**config.mk**
```make
export PLATFORM = sky130hd
export DESIGN_NAME = pwm4_top
export DESIGN_NICKNAME = d
export VERILOG_FILES = /design/src/rtl/pwm4_pkg.sv /design/src/rtl/pwm4_regs.sv /design/src/rtl/pwm4_prescaler.sv /design/src/rtl/pwm4_channel.sv /design/src/rtl/pwm4_top.sv
export SDC_FILE = /design/constraint.sdc
export NUM_CORES = 1
export LEC_CHECK = 0
export BUFFER_PORTS_ARGS = -buffer_cell sky130_fd_sc_hd__buf_2
export CAP_MARGIN = 20
export CORE_ASPECT_RATIO = 0.9
export CORE_UTILIZATION = 56
export DETAILED_ROUTE_END_ITERATION = 12
export GPL_TIMING_DRIVEN = 0
export PLACE_DENSITY = 0.82
export SETUP_SLACK_MARGIN = 0.15
export SLEW_MARGIN = 10
export SYNTH_ARGS = -nofsm -noshare
export SYNTH_HDL_FRONTEND = slang
export SYNTH_HIERARCHICAL = 1
export SYNTH_SLANG_ARGS = --single-unit
```
**constraint.sdc**
```tcl
create_clock -name clk -period 2.3 [get_ports clk]
set_input_delay 0.115 -clock clk [delete_from_list [all_inputs] [get_ports clk]]
set_output_delay 0.115 -clock clk [all_outputs]
set_load 0.03 [all_outputs]
```
**src/rtl/pwm4_pkg.sv**
```systemverilog
// Package: shared offsets, field positions and the prescaler code type
// for the four-channel modulator.
package pwm4_pkg;
    localparam int CTRL_OFF   = 0;   // control word offset
    localparam int CFG_BASE   = 4;   // first channel configuration word
    localparam int REG_STRIDE = 4;   // byte distance between words
    localparam int PSC_LSB    = 4;   // first prescaler field in control
    localparam int PSC_W      = 2;   // prescaler field width
    localparam int SEL_STRIDE = 4;   // bit distance in select register

    typedef enum logic [1:0] {
        PSC_DIV1   = 2'd0,
        PSC_DIV8   = 2'd1,
        PSC_DIV64  = 2'd2,
        PSC_DIV512 = 2'd3
    } psc_code_e;
endpackage

```
**src/rtl/pwm4_regs.sv**
```systemverilog
// Register file and address decode.
// Assumes byte offsets on bus_addr, full-word writes and one access per
// cycle. Undefined or unaligned offsets are neither written nor read.
module pwm4_regs
    import pwm4_pkg::*;
#(
    parameter int NCH    = 4,
    parameter int TB_W   = 16,
    parameter int ADDR_W = 8
) (
    input  logic                           clk,
    input  logic                           rst_n,
    input  logic                           wr_en,
    input  logic [ADDR_W-1:0]              addr,
    input  logic [2*TB_W-1:0]              wdata,
    output logic [2*TB_W-1:0]              rdata,
    output logic [NCH-1:0]                 en,
    output psc_code_e [NCH-1:0]            code,
    output logic [NCH-1:0][TB_W-1:0]       cfg_tb,
    output logic [NCH-1:0][TB_W-1:0]       cfg_duty,
    output logic [NCH-1:0]                 sel
);
    localparam int DATA_W  = 2 * TB_W;
    localparam int SEL_OFF = CFG_BASE + REG_STRIDE * NCH;

    logic ctrl_hit;
    logic sel_hit;
    logic [NCH-1:0] cfg_hit;

    // Decode the offset into one hit line per register.
    always_comb begin
        ctrl_hit = (addr == ADDR_W'(CTRL_OFF));
        sel_hit  = (addr == ADDR_W'(SEL_OFF));
        for (int n = 0; n < NCH; n++) begin
            cfg_hit[n] = (addr == ADDR_W'(CFG_BASE + REG_STRIDE * n));
        end
    end

    // Update the registers on a write that hits them.
    always_ff @(posedge clk) begin
        if (!rst_n) begin
            en       <= '0;
            code     <= '0;
            cfg_tb   <= '0;
            cfg_duty <= '0;
            sel      <= '0;
        end else if (wr_en) begin
            for (int n = 0; n < NCH; n++) begin
                if (ctrl_hit) begin
                    en[n]   <= wdata[n];
                    code[n] <= psc_code_e'(wdata[PSC_LSB + PSC_W * n +: PSC_W]);
                end
                if (cfg_hit[n]) begin
                    cfg_tb[n]   <= wdata[TB_W-1:0];
                    cfg_duty[n] <= wdata[DATA_W-1:TB_W];
                end
                if (sel_hit) begin
                    sel[n] <= wdata[SEL_STRIDE * n];
                end
            end
        end
    end

    // Return the addressed register, or 0 for an unused offset.
    always_comb begin
        rdata = '0;
        for (int n = 0; n < NCH; n++) begin
            if (ctrl_hit) begin
                rdata[n] = en[n];
                rdata[PSC_LSB + PSC_W * n +: PSC_W] = code[n];
            end
            if (cfg_hit[n]) begin
                rdata = {cfg_duty[n], cfg_tb[n]};
            end
            if (sel_hit) begin
                rdata[SEL_STRIDE * n] = sel[n];
            end
        end
    end
endmodule

```
**src/rtl/pwm4_prescaler.sv**
```systemverilog
// Per-channel prescaler made of two cascaded stages: a divide-by-8
// stage and a divide-by-64 stage.
// Code 0 ticks every cycle, code 1 uses only the first stage, code 2
// uses only the second stage, and code 3 chains both. Both stages are
// held at zero while run is low, so a tick always comes a full ratio
// after enable.
module pwm4_prescaler
    import pwm4_pkg::*;
#(
    parameter int A_W = 3,
    parameter int B_W = 6
) (
    input  logic      clk,
    input  logic      rst_n,
    input  logic      run,
    input  psc_code_e code,
    output logic      tick
);
    logic [A_W-1:0] a_cnt;
    logic [B_W-1:0] b_cnt;
    logic           a_carry;
    logic           b_step;
    logic           b_carry;

    // Carry chain between the two stages.
    always_comb begin
        a_carry = &a_cnt;
        b_step  = code[0] ? a_carry : 1'b1;
        b_carry = b_step && (&b_cnt);
    end

    // Advance whichever stages the current code uses.
    always_ff @(posedge clk) begin
        if (!rst_n || !run) begin
            a_cnt <= '0;
            b_cnt <= '0;
        end else begin
            if (code[0]) begin
                a_cnt <= a_cnt + 1'b1;
            end
            if (code[1] && b_step) begin
                b_cnt <= b_cnt + 1'b1;
            end
        end
    end

    // Pick the tick source for the selected ratio.
    always_comb begin
        case (code)
            PSC_DIV1:  tick = 1'b1;
            PSC_DIV8:  tick = a_carry;
            default:   tick = b_carry;
        endcase
    end
endmodule

```
**src/rtl/pwm4_channel.sv**
```systemverilog
// One modulator channel: a tick counter, an active (shadow) copy of
// period and high-time, and the high-time comparison.
// Assumes the configuration inputs may change at any cycle. They are
// copied while the channel is idle and at each wrap to count 0.
module pwm4_channel #(
    parameter int TB_W = 16
) (
    input  logic            clk,
    input  logic            rst_n,
    input  logic            run,
    input  logic            tick,
    input  logic [TB_W-1:0] cfg_tb,
    input  logic [TB_W-1:0] cfg_duty,
    output logic            pwm,
    output logic [TB_W-1:0] cnt,
    output logic [TB_W-1:0] act_tb,
    output logic [TB_W-1:0] act_duty
);
    logic [TB_W-1:0] last;

    // Final count of the period; a period field of 0 wraps to all ones.
    assign last = act_tb - 1'b1;

    // Count ticks, wrap at the end of the period and reload the shadow.
    always_ff @(posedge clk) begin
        if (!rst_n) begin
            cnt      <= '0;
            act_tb   <= '0;
            act_duty <= '0;
        end else if (!run) begin
            cnt      <= '0;
            act_tb   <= cfg_tb;
            act_duty <= cfg_duty;
        end else if (tick) begin
            if (cnt == last) begin
                cnt      <= '0;
                act_tb   <= cfg_tb;
                act_duty <= cfg_duty;
            end else begin
                cnt <= cnt + 1'b1;
            end
        end
    end

    // The output is high while the count is below the high-time value.
    assign pwm = run && (cnt < act_duty);
endmodule

```
**src/rtl/pwm4_top.sv**
```systemverilog
// Top level of the four-channel modulator. It holds the register file,
// one prescaler and one channel per output, and the output select mux.
// Assumes one clock domain and a synchronous active-low reset.
module pwm4_top
    import pwm4_pkg::*;
#(
    parameter int NCH    = 4,
    parameter int TB_W   = 16,
    parameter int ADDR_W = 8
) (
    input  logic              clk,
    input  logic              rst_n,
    input  logic              bus_wr_en,
    input  logic [ADDR_W-1:0] bus_addr,
    input  logic [31:0]       bus_wdata,
    output logic [31:0]       bus_rdata,
    input  logic [NCH-1:0]    alt_in,
    output logic [NCH-1:0]    pwm_out
);
    logic [NCH-1:0]           ch_en;
    psc_code_e [NCH-1:0]      ch_code;
    logic [NCH-1:0][TB_W-1:0] ch_cfg_tb;
    logic [NCH-1:0][TB_W-1:0] ch_cfg_duty;
    logic [NCH-1:0]           ch_sel;
    logic [NCH-1:0]           ch_tick;
    logic [NCH-1:0]           ch_pwm;
    logic [NCH-1:0][TB_W-1:0] ch_cnt;
    logic [NCH-1:0][TB_W-1:0] ch_act_tb;
    logic [NCH-1:0][TB_W-1:0] ch_act_duty;

    pwm4_regs #(
        .NCH(NCH), .TB_W(TB_W), .ADDR_W(ADDR_W)
    ) regs_i (
        .clk(clk), .rst_n(rst_n), .wr_en(bus_wr_en), .addr(bus_addr),
        .wdata(bus_wdata), .rdata(bus_rdata), .en(ch_en), .code(ch_code),
        .cfg_tb(ch_cfg_tb), .cfg_duty(ch_cfg_duty), .sel(ch_sel)
    );

    for (genvar n = 0; n < NCH; n++) begin : g_ch
        pwm4_prescaler psc_i (
            .clk(clk), .rst_n(rst_n), .run(ch_en[n]), .code(ch_code[n]),
            .tick(ch_tick[n])
        );

        pwm4_channel #(.TB_W(TB_W)) ch_i (
            .clk(clk), .rst_n(rst_n), .run(ch_en[n]), .tick(ch_tick[n]),
            .cfg_tb(ch_cfg_tb[n]), .cfg_duty(ch_cfg_duty[n]),
            .pwm(ch_pwm[n]), .cnt(ch_cnt[n]), .act_tb(ch_act_tb[n]),
            .act_duty(ch_act_duty[n])
        );

        // Route the modulator or the alternate input to the pin.
        assign pwm_out[n] = ch_sel[n] ? alt_in[n] : ch_pwm[n];
    end
endmodule

```
==> results of run 1 <==
[worst register-to-register path: cells and delay by family (launching register included)]
family,cells,cell delay [ns]
flip-flops,1,0.34
AO/OA/AOI/OAI,2,0.53
AND/OR/NAND/NOR,3,1.00
adder cells (fa/ha/maj),1,0.12
buffers and inverters,4,0.46
multiplexers,1,0.17
[cell usage in the layout (no fill, tap or decap), types with 10 or more instances in the layout]
| master | count |
|---|---|
| buf_12 | 17 |
| and3_1 | 17 |
| xnor2_1 | 66 |
| inv_2 | 13 |
| nor2_2 | 22 |
| clkbuf_2 | 12 |
| nand2b_1 | 33 |
| buf_1 | 15 |
| nor2b_1 | 12 |
| a21oi_2 | 19 |
| or3_1 | 14 |
| clkbuf_1 | 72 |
| o21ai_2 | 26 |
| nand4_1 | 46 |
| buf_6 | 48 |
| a21o_1 | 25 |
| xor2_1 | 59 |
| dfxtp_4 | 18 |
| clkbuf_16 | 45 |
| buf_2 | 87 |
| a22oi_1 | 45 |
| nor2_1 | 78 |
| buf_4 | 58 |
| nand2_1 | 352 |
| o21ai_0 | 137 |
| nor2_4 | 11 |
| nand3_1 | 171 |
| dfxtp_2 | 36 |
| dfxtp_1 | 318 |
| a21oi_1 | 49 |
| inv_1 | 67 |
| or4_1 | 10 |
| nor3_1 | 26 |
| o21ai_1 | 36 |
| ha_1 | 67 |
| dlygate4sd3_1 | 20 |
| mux2i_1 | 150 |
| ha_4 | 12 |
| nand3_2 | 21 |
[logic make-up after synthesis]
family,count (synthesis),synth area share (%)
compound gates,436,14.0
xor+xnor,133,5.87
fa+ha+maj,80,5.02
buf+inv,226,6.02
flops,372,37.3
mux,162,8.29
simple gates,920,23.4
[flip-flops by register name, summed over array words and instances (netlist names)]
register,cells
g_ch.ch_i/act_duty,64
regs_i/cfg_tb,64
g_ch.psc_i/b_cnt,24
g_ch.psc_i/a_cnt,12
regs_i/en,4
regs_i/code,8
g_ch.ch_i/cnt,64
g_ch.ch_i/act_tb,64
regs_i/cfg_duty,64
regs_i/sel,4
[power by group]
part           leakage [uW]  internal, uW  total [uW]  switching, uW
Combinational       0.00534           125         476            352
Clock              0.000638          3750        6420           2680
Sequential          0.00303          6430        6430           6.19
Total               0.00900         10300       13300           3030
[cell type report]
type                       instances  area, um^2
fill                            2588       10200
timing repair buffer             191        1660
clock buffer                      56        1120
tap                              469         587
inverter                          81         307
antenna                            2        5.00
sequential                       372        7560
multi-input combinational       1731       12400
buffer                           145        1000
clock inverter                    15         161
[metal layers]
metal | GRT usage [%] | wire length [um] | up-vias
met1 | 46.1 | 26300 | 9031
li1 | - | - | 8680
met4 | 12.5 | 2630 | 4
met5 | 0 | 33 | -
met2 | 51.7 | 28500 | 1107
met3 | 8.03 | 7570 | 211
[through the flow]
step | utilization, % | TNS (ns) | hold WS, ns | instances
final | 70.8 | -47.76 | 0.0279 | 3062
after global routing | 70.8 | -66.57 | 0.00618 | 3062
after CTS | 68.1 | -40.98 | 0.00754 | 3031
after detailed placement | 60.2 | -72.89 | 0.447 | 2877
after global placement | 60.2 | -56.60 | 0.449 | 2877
after floorplan | - | -11.03 | 0.278 | 2329
[synth_stat cells, types with 6 or more instances]
master | number | area share (%)
a21o_1 | 25 | 0.94
a21oi_1 | 71 | 1.8
a22oi_1 | 48 | 1.8
a31oi_1 | 9 | 0.28
and2_1 | 8 | 0.25
and3_1 | 21 | 0.66
buf_1 | 15 | 0.28
buf_12 | 12 | 1.2
buf_2 | 27 | 0.68
buf_6 | 16 | 0.90
clkbuf_1 | 74 | 1.4
dfxtp_1 | 372 | 37
ha_1 | 80 | 5.0
inv_1 | 81 | 1.5
mux2i_1 | 156 | 7.8
nand2_1 | 353 | 6.6
nand2b_1 | 33 | 1.0
nand3_1 | 174 | 4.4
nand3_2 | 18 | 0.90
nand3b_1 | 7 | 0.26
nand4_1 | 46 | 1.4
nand4b_1 | 7 | 0.31
nor2_1 | 108 | 2.0
nor2b_1 | 16 | 0.50
nor3_1 | 32 | 0.80
nor4_1 | 12 | 0.38
o21a_1 | 7 | 0.26
o21ai_0 | 154 | 3.9
o21ai_1 | 24 | 0.60
o21ai_2 | 22 | 0.97
o21bai_1 | 9 | 0.34
o22ai_1 | 8 | 0.25
o31ai_1 | 11 | 0.41
or2_2 | 9 | 0.28
or3_1 | 21 | 0.66
or3b_2 | 6 | 0.26
or4_1 | 10 | 0.38
xnor2_1 | 70 | 3.1
xor2_1 | 62 | 2.7
[worst max path at each step]
| stage | from | end | slack [ns] | cells after the start |
|---|---|---|---|---|
| 3_3_place_gp | bus_addr[4] | bus_rdata[13] | -0.41 | 7 |
| 6_report | g_ch[2].ch_i/act_tb[0] | g_ch[2].ch_i/act_duty[0] | -0.41 | 11 |
| 3_5_place_dp | g_ch[0].ch_i/act_tb[6] | g_ch[0].ch_i/act_duty[3] | -0.48 | 10 |
| 4_1_cts | g_ch[3].ch_i/act_tb[1] | g_ch[3].ch_i/act_tb[6] | -0.33 | 11 |
| 2_1_floorplan | g_ch[0].ch_i/act_tb[1] | g_ch[0].ch_i/act_duty[0] | -0.12 | 12 |
| 5_1_grt | g_ch[2].ch_i/act_tb[8] | g_ch[2].ch_i/act_duty[9] | -0.54 | 9 |
[timing repair]
item / 4_1_cts / 5_1_grt
hold endpoints to repair: 41 / 0
hold buffers: 20 / 0
setup buffers: 56 / 22
pin swaps: 61 / 72
gates resized for setup: 180 / 171
setup endpoints to repair: 224 / 219
cloned: 7 / 7
==> flow_summary_export.csv, run 1 <==
group,metric,value,unit
worst_setup_path,cp.arrival,3.15,ns
floorplan,row_count,65,
sta,fin_skew,0.0166,ns
sta,drv_slew,0,
routing,ant_nets,0,
power,power.leakage,0.00900,uW
routing,routedWlPerCell,21.2,um
global_routing,grt_max_degree,18,
worst_setup_path,crit_chain,"inv_2, ha_4, buf_6, or4b_4, o311ai_4, nand2_1, or3_4, o21a_1, buf_12, buf_12, mux2i_4",
placed_design,routabilityCongestion,0.979,
power,powerDensity,537,nW/um^2
routing,viasPerCell,6.22,
routing,drt_iter0_markers,2313,
cts,clk_pin_slew_worst_paths,0.06,ns
sta,period_minus_slack,2.71,ns
cts,cts_sinks,372,
job,maxCapViolations,0,
placed_design,hpwl,45500,um
synthesis,async_reset_ff_share,0,%
sta,final-hold-violation-count,0,
routing,first_pass_iters,9,
final_layout,final_layout_size_suffix_gt1_share,23.8,%
worst_setup_path,path_buf_inv,4,
final_layout,syn_to_final_growth,24.4,%
worst_setup_path,cp-start-kind,"register",
placed_design,place_ws,-0.481,ns
power,ir_worst_vdd,0.515,mV
worst_hold_path,hold_class,"primary input to register",
worst_setup_path,path_class,"register to register",
synthesis,synth-edff-count,0,
sta,period_share,118,%
routing,drt-total-wl,65000,um
worst_setup_path,critPathMaxStageDelay,0.50,ns
routing,via_count,19000,
cts,h-tree-depth,2,
synthesis,synthesis.area,20000,um^2
synthesis,postSynthCellCount,2329,
sta,fmax,369,MHz
synthesis,yosysUniqueCellTypes,79,
synthesis,ys_seq_elements,372,
power,power.total,13300,uW
synthesis,seq_area_frac_synth,37.3,%
floorplan,die-area,36400,um^2
worst_setup_path,worstPathMaxFanout,7,
cts,cts_buffers,40,
routing,drc_errors,0,
run_status,status,"finished with violations",
synthesis,synth_nets,2456,
worst_setup_path,reg2reg_to,"g_ch[2].ch_i/act_duty[0]",
worst_hold_path,hold_end,"regs_i/cfg_tb[44]",
worst_setup_path,crit_slowest_cell,"or4b_4",
worst_hold_path,holdCritStartpoint,"bus_wdata[12]",
sta,finalSetupViolCount,185,
floorplan,coreArea,35100,um^2
worst_setup_path,required,2.74,ns
global_routing,antenna_found_initial,3,
worst_setup_path,crit_top_cell,"buf_12",
worst_setup_path,reg2reg_setup_slack,-0.41,ns
synthesis,syn_avg_cell_area,8.57,um^2
run_status,violations,"setup timing",
cts,clk_latency,0.54,ns
synthesis,ys_warn_count,6,
global_routing,grt_pass1_vias,18000,
worst_setup_path,crit_family,"simple AND/OR/NAND/NOR gates",
worst_setup_path,r2r_start,"g_ch[2].ch_i/act_tb[0]",
floorplan,die_width,201,um
global_routing,grt_pass1_wl,98000,um
global_routing,grtUsageTotal,33.7,%
floorplan,die_y,181,um
floorplan,ioPinCount,83,
global_routing,grt-ovfl-total,0,
cts,cts_tree,"yes",
placed_design,dpl_cell_area,21100,um^2
worst_setup_path,reg2reg_depth,11,
cts,cts_root_buffer,"clkbuf_16",
cts,cts_buffer_depth,3,
sta,worst_slack,-0.412,ns
sta,slew_headroom,45.6,%
sta,worst_pin_slew,0.815,ns
worst_hold_path,hold_depth,3,
sta,grt_setup_unrepaired,"yes",
placed_design,port_buffers,79,
worst_setup_path,crit_path_end_kind,"register",
final_layout,nets,2689,
final_layout,stdcell_area,24800,um^2
synthesis,ys.flop_type,"dfxtp_1",
floorplan,initial_utilization,56.9,%
No activity file was read; power rests on OpenSTA's default activity.
==> run 2, diff against run 1 <==
--- a/config.mk
+++ b/config.mk
@@ -5,13 +5,14 @@
 export SDC_FILE = /design/constraint.sdc
 export NUM_CORES = 1
 export LEC_CHECK = 0
-export BUFFER_PORTS_ARGS = -buffer_cell sky130_fd_sc_hd__buf_2
+export ABC_AREA = 1
+export BUFFER_PORTS_ARGS = -buffer_cell sky130_fd_sc_hd__clkbuf_2
 export CAP_MARGIN = 20
 export CORE_ASPECT_RATIO = 0.9
-export CORE_UTILIZATION = 56
+export CORE_UTILIZATION = 63
 export DETAILED_ROUTE_END_ITERATION = 12
 export GPL_TIMING_DRIVEN = 0
-export PLACE_DENSITY = 0.82
+export PLACE_DENSITY = 0.87
 export SETUP_SLACK_MARGIN = 0.15
 export SLEW_MARGIN = 10
 export SYNTH_ARGS = -nofsm -noshare
==> constraint.sdc (replaced) <==
create_clock -name clk -period 2.8 [get_ports clk]
set_input_delay 0.14 -clock clk [delete_from_list [all_inputs] [get_ports clk]]
set_output_delay 0.14 -clock clk [all_outputs]
set_load 0.03 [all_outputs]
==> run 2 against run 1 <==
The flow now finishes without violations. Via count increased by 16%. Combinational power shrank 30%. Global-route usage increased by 2.3 points. Clock-buffer cell count shrank 2. Register-to-register slack improved by 0.62 ns. Sequential share of layout area grew 0.42 points. Critical endpoint is now g_ch[2].ch_i/cnt[14]. Largest power group is now clock. Highest routed layer is now met4.
==> flow_summary_export.csv, run 2 <==
group,metric,value,unit
run_status,status,"completed",
power,ir_worst_vdd,0.471,mV
synthesis,synth-edff-count,0,
sta,period_share,92.5,%
worst_setup_path,reg2reg_depth,12,
synthesis,async_reset_ff_share,0,%
final_layout,final_layout_size_suffix_gt1_share,9.59,%
synthesis,synthTopCellsByCount,"nand2_1, nor2_1, inv_1",
final_layout,nets,3555,
worst_setup_path,required,3.22,ns
floorplan,initial_utilization,64.6,%
global_routing,grt_pass1_vias,19900,
synthesis,yosys-top-cells-area,"dfxtp_1, nand2_1, nor2_1, inv_1, nand3_1",
routing,drt-total-wl,64100,um
routing,first_pass_iters,7,
final_layout,syn_to_final_growth,12.7,%
worst_setup_path,worstPathMaxFanout,8,
synthesis,ys.flop_type,"dfxtp_1",
worst_setup_path,cp-start-kind,"register",
worst_hold_path,hold_end,"regs_i/sel[3]",
placed_design,place_inst,3808,
synthesis,yosys.area.top_type,"dfxtp_1",
power,power.total,11000,uW
floorplan,die_width,196,um
worst_setup_path,reg2reg_to,"g_ch[2].ch_i/cnt[14]",
cts,clk_latency,0.54,ns
routing,drc_errors,0,
worst_setup_path,r2r_start,"g_ch[2].psc_i/b_cnt[1]",
routing,viasPerCell,5.67,
synthesis,yosysUniqueCellTypes,41,
sta,fmax,386,MHz
final_layout,final_common_cell,"nand2_1",
sta,finalSetupViolCount,0,
cts,cts_sinks,372,
placed_design,port_buffers,81,
synthesis,syn_avg_cell_area,6.55,um^2
worst_hold_path,holdCritStartpoint,"bus_wdata[12]",
power,p_comb_share,3.0,%
final_layout,final-instance-count-excl-fill,3909,
placed_design,hpwl,49200,um
synthesis,ys_warn_count,6,
routing,via_count,22200,
power,netSwitchingPower,2400,uW
worst_setup_path,cp.arrival,3.01,ns
synthesis,seq_area_frac_synth,34.7,%
cts,cts_buffer_depth,3,
global_routing,grt_max_degree,15,
worst_hold_path,hold_class,"primary input to register",
synthesis,synth_top_area_share,34.7,%
floorplan,die_y,177,um
worst_hold_path,hold_depth,3,
power,powerDensity,456,nW/um^2
final_layout,layout.cells.most_common_list,"nand2_1, nor2_1, inv_1",
sta,final-hold-violation-count,0,
routing,ant_nets,0,
synthesis,synthesis.area,21400,um^2
sta,drv_slew,0,
power,intPower,8610,uW
floorplan,row_count,63,
power,clock_power_share,48.8,%
synthesis,synth_nets,3399,
worst_setup_path,reg2reg_setup_slack,0.21,ns
floorplan,die-area,34800,um^2
cts,clk_pin_slew_worst_paths,0.06,ns
synthesis,ys_seq_elements,372,
routing,drt_iter0_markers,2722,
floorplan,coreArea,33200,um^2
worst_setup_path,path_class,"register to register",
sta,grt_setup_unrepaired,"yes",
placed_design,routabilityCongestion,0.975,
floorplan,ioPinCount,83,
cts,cts_buffers,40,
global_routing,grtUsageTotal,36.1,%
cts,h-tree-depth,2,
global_routing,antenna_found_initial,1,
sta,slew_headroom,53.0,%
sta,period_minus_slack,2.59,ns
sta,fin_skew,0.0132,ns
power,power.leakage,0.0114,uW
global_routing,grt-ovfl-total,0,
sta,worst_pin_slew,0.704,ns
worst_setup_path,crit_path_end_kind,"register",
synthesis,postSynthCellCount,3272,
cts,cts_root_buffer,"clkbuf_16",
cts,cts_tree,"yes",
global_routing,grt_pass1_wl,100000,um
job,maxCapViolations,0,
power,sequentialPowerShare,48.2,%
routing,routedWlPerCell,16.4,um
sta,whs,0.0374,ns
synthesis,synth.most_common_cell,"nand2_1",
power,switching_share,21.8,%
==> run 2: cell count changes after synthesis, sizes merged, moves of 48 or more <==
cell and delta:
nand2 +379, a22oi -48, inv +324, a21oi +141
nor2 +536, nand3 +66, mux2i -156
==> run 2: metal layers <==
metal	track usage, %	vias up	share of wire [%]
li1	-	10700	-
met1	50.2	10200	42
met2	56.9	1107	44
met3	6.06	148	11
met4	11.2	0	2.7
met5	0	-	0
==> run 2: cell families (layout without fill, tap and decap cells) <==
group	Yosys count	in the layout	synth area share [%]
buffers and inverters	545	726	10.7
flip-flops	372	372	34.7
other	0	1	0
adder cells (fa/ha/maj)	80	80	4.67
AO/OA/AOI/OAI	407	407	9.85
XOR/XNOR	104	104	4.25
AND/OR/NAND/NOR	1764	1764	35.8
==> run 2: final cells by class <==
cell class / instances / area [um^2]
multi-input cells: 2355 / 11800
fillers: 2760 / 9040
flip-flops and latches: 372 / 7450
inverters: 405 / 1520
clock buffers: 54 / 1130
plain buffers: 140 / 812
repair buffers: 114 / 723
well taps: 455 / 569
clock inverters: 13 / 179
diodes: 1 / 2.50
==> run 2: repair_timing <==
item / CTS / global route
buffers inserted: 0 / 5
setup endpoints to repair: 93 / 105
pin swaps: 0 / 4
hold buffers: 28 / 0
endpoints found under the hold margin: 95 / 0
resized for setup: 14 / 47
==> run 2: how the worst max path moves through the flow <==
stage / from / to / depth (start not counted)
floorplan: g_ch[1].psc_i/b_cnt[1] / g_ch[1].ch_i/cnt[14] / 12
detailed placement: g_ch[2].psc_i/b_cnt[1] / g_ch[2].ch_i/act_duty[6] / 11
global route: g_ch[2].psc_i/b_cnt[1] / g_ch[2].ch_i/cnt[14] / 12
finish: g_ch[2].psc_i/b_cnt[1] / g_ch[2].ch_i/cnt[14] / 12
CTS: g_ch[2].psc_i/b_cnt[1] / g_ch[2].ch_i/cnt[14] / 12
global placement: g_ch[2].psc_i/b_cnt[1] / g_ch[2].ch_i/act_duty[5] / 11
==> run 2: power groups by stage <==
stage / sequential (uW) / combinational [uW] / clock, uW
CTS: 5310 / 317 / 5410
global route: 5310 / 355 / 5610
detailed placement: 5430 / 282 / 0
finish: 5310 / 332 / 5370
floorplan: 5420 / 156 / 0
global placement: 5430 / 275 / 0
==> run 2: critical path, stage by stage (launching register included) <==
cell      delay (ns)
dfxtp_1         0.38
ha_1            0.21
and3_2          0.22
nand3_1         0.13
a21boi_4        0.28
buf_6           0.18
nand4_1         0.14
nor2_2          0.21
nand3_2         0.14
nor2_1          0.12
nand2_1         0.10
o32ai_1         0.28
nor2_1          0.08
==> run 2: per-stage QoR <==
| step | setup slack [ns] | setup TNS, ns | utilization (%) | area (um^2) |
|---|---|---|---|---|
| after global placement | -0.245 | -9.61 | 67.5 | 22400 |
| after floorplan | 0.603 | 0 | - | 21400 |
| after global routing | 0.0565 | 0 | 72.8 | 24100 |
| after CTS | 0.175 | 0 | 72.4 | 24000 |
| after detailed placement | -0.375 | -16.40 | 67.5 | 22400 |
| final | 0.209 | 0 | 72.8 | 24100 |
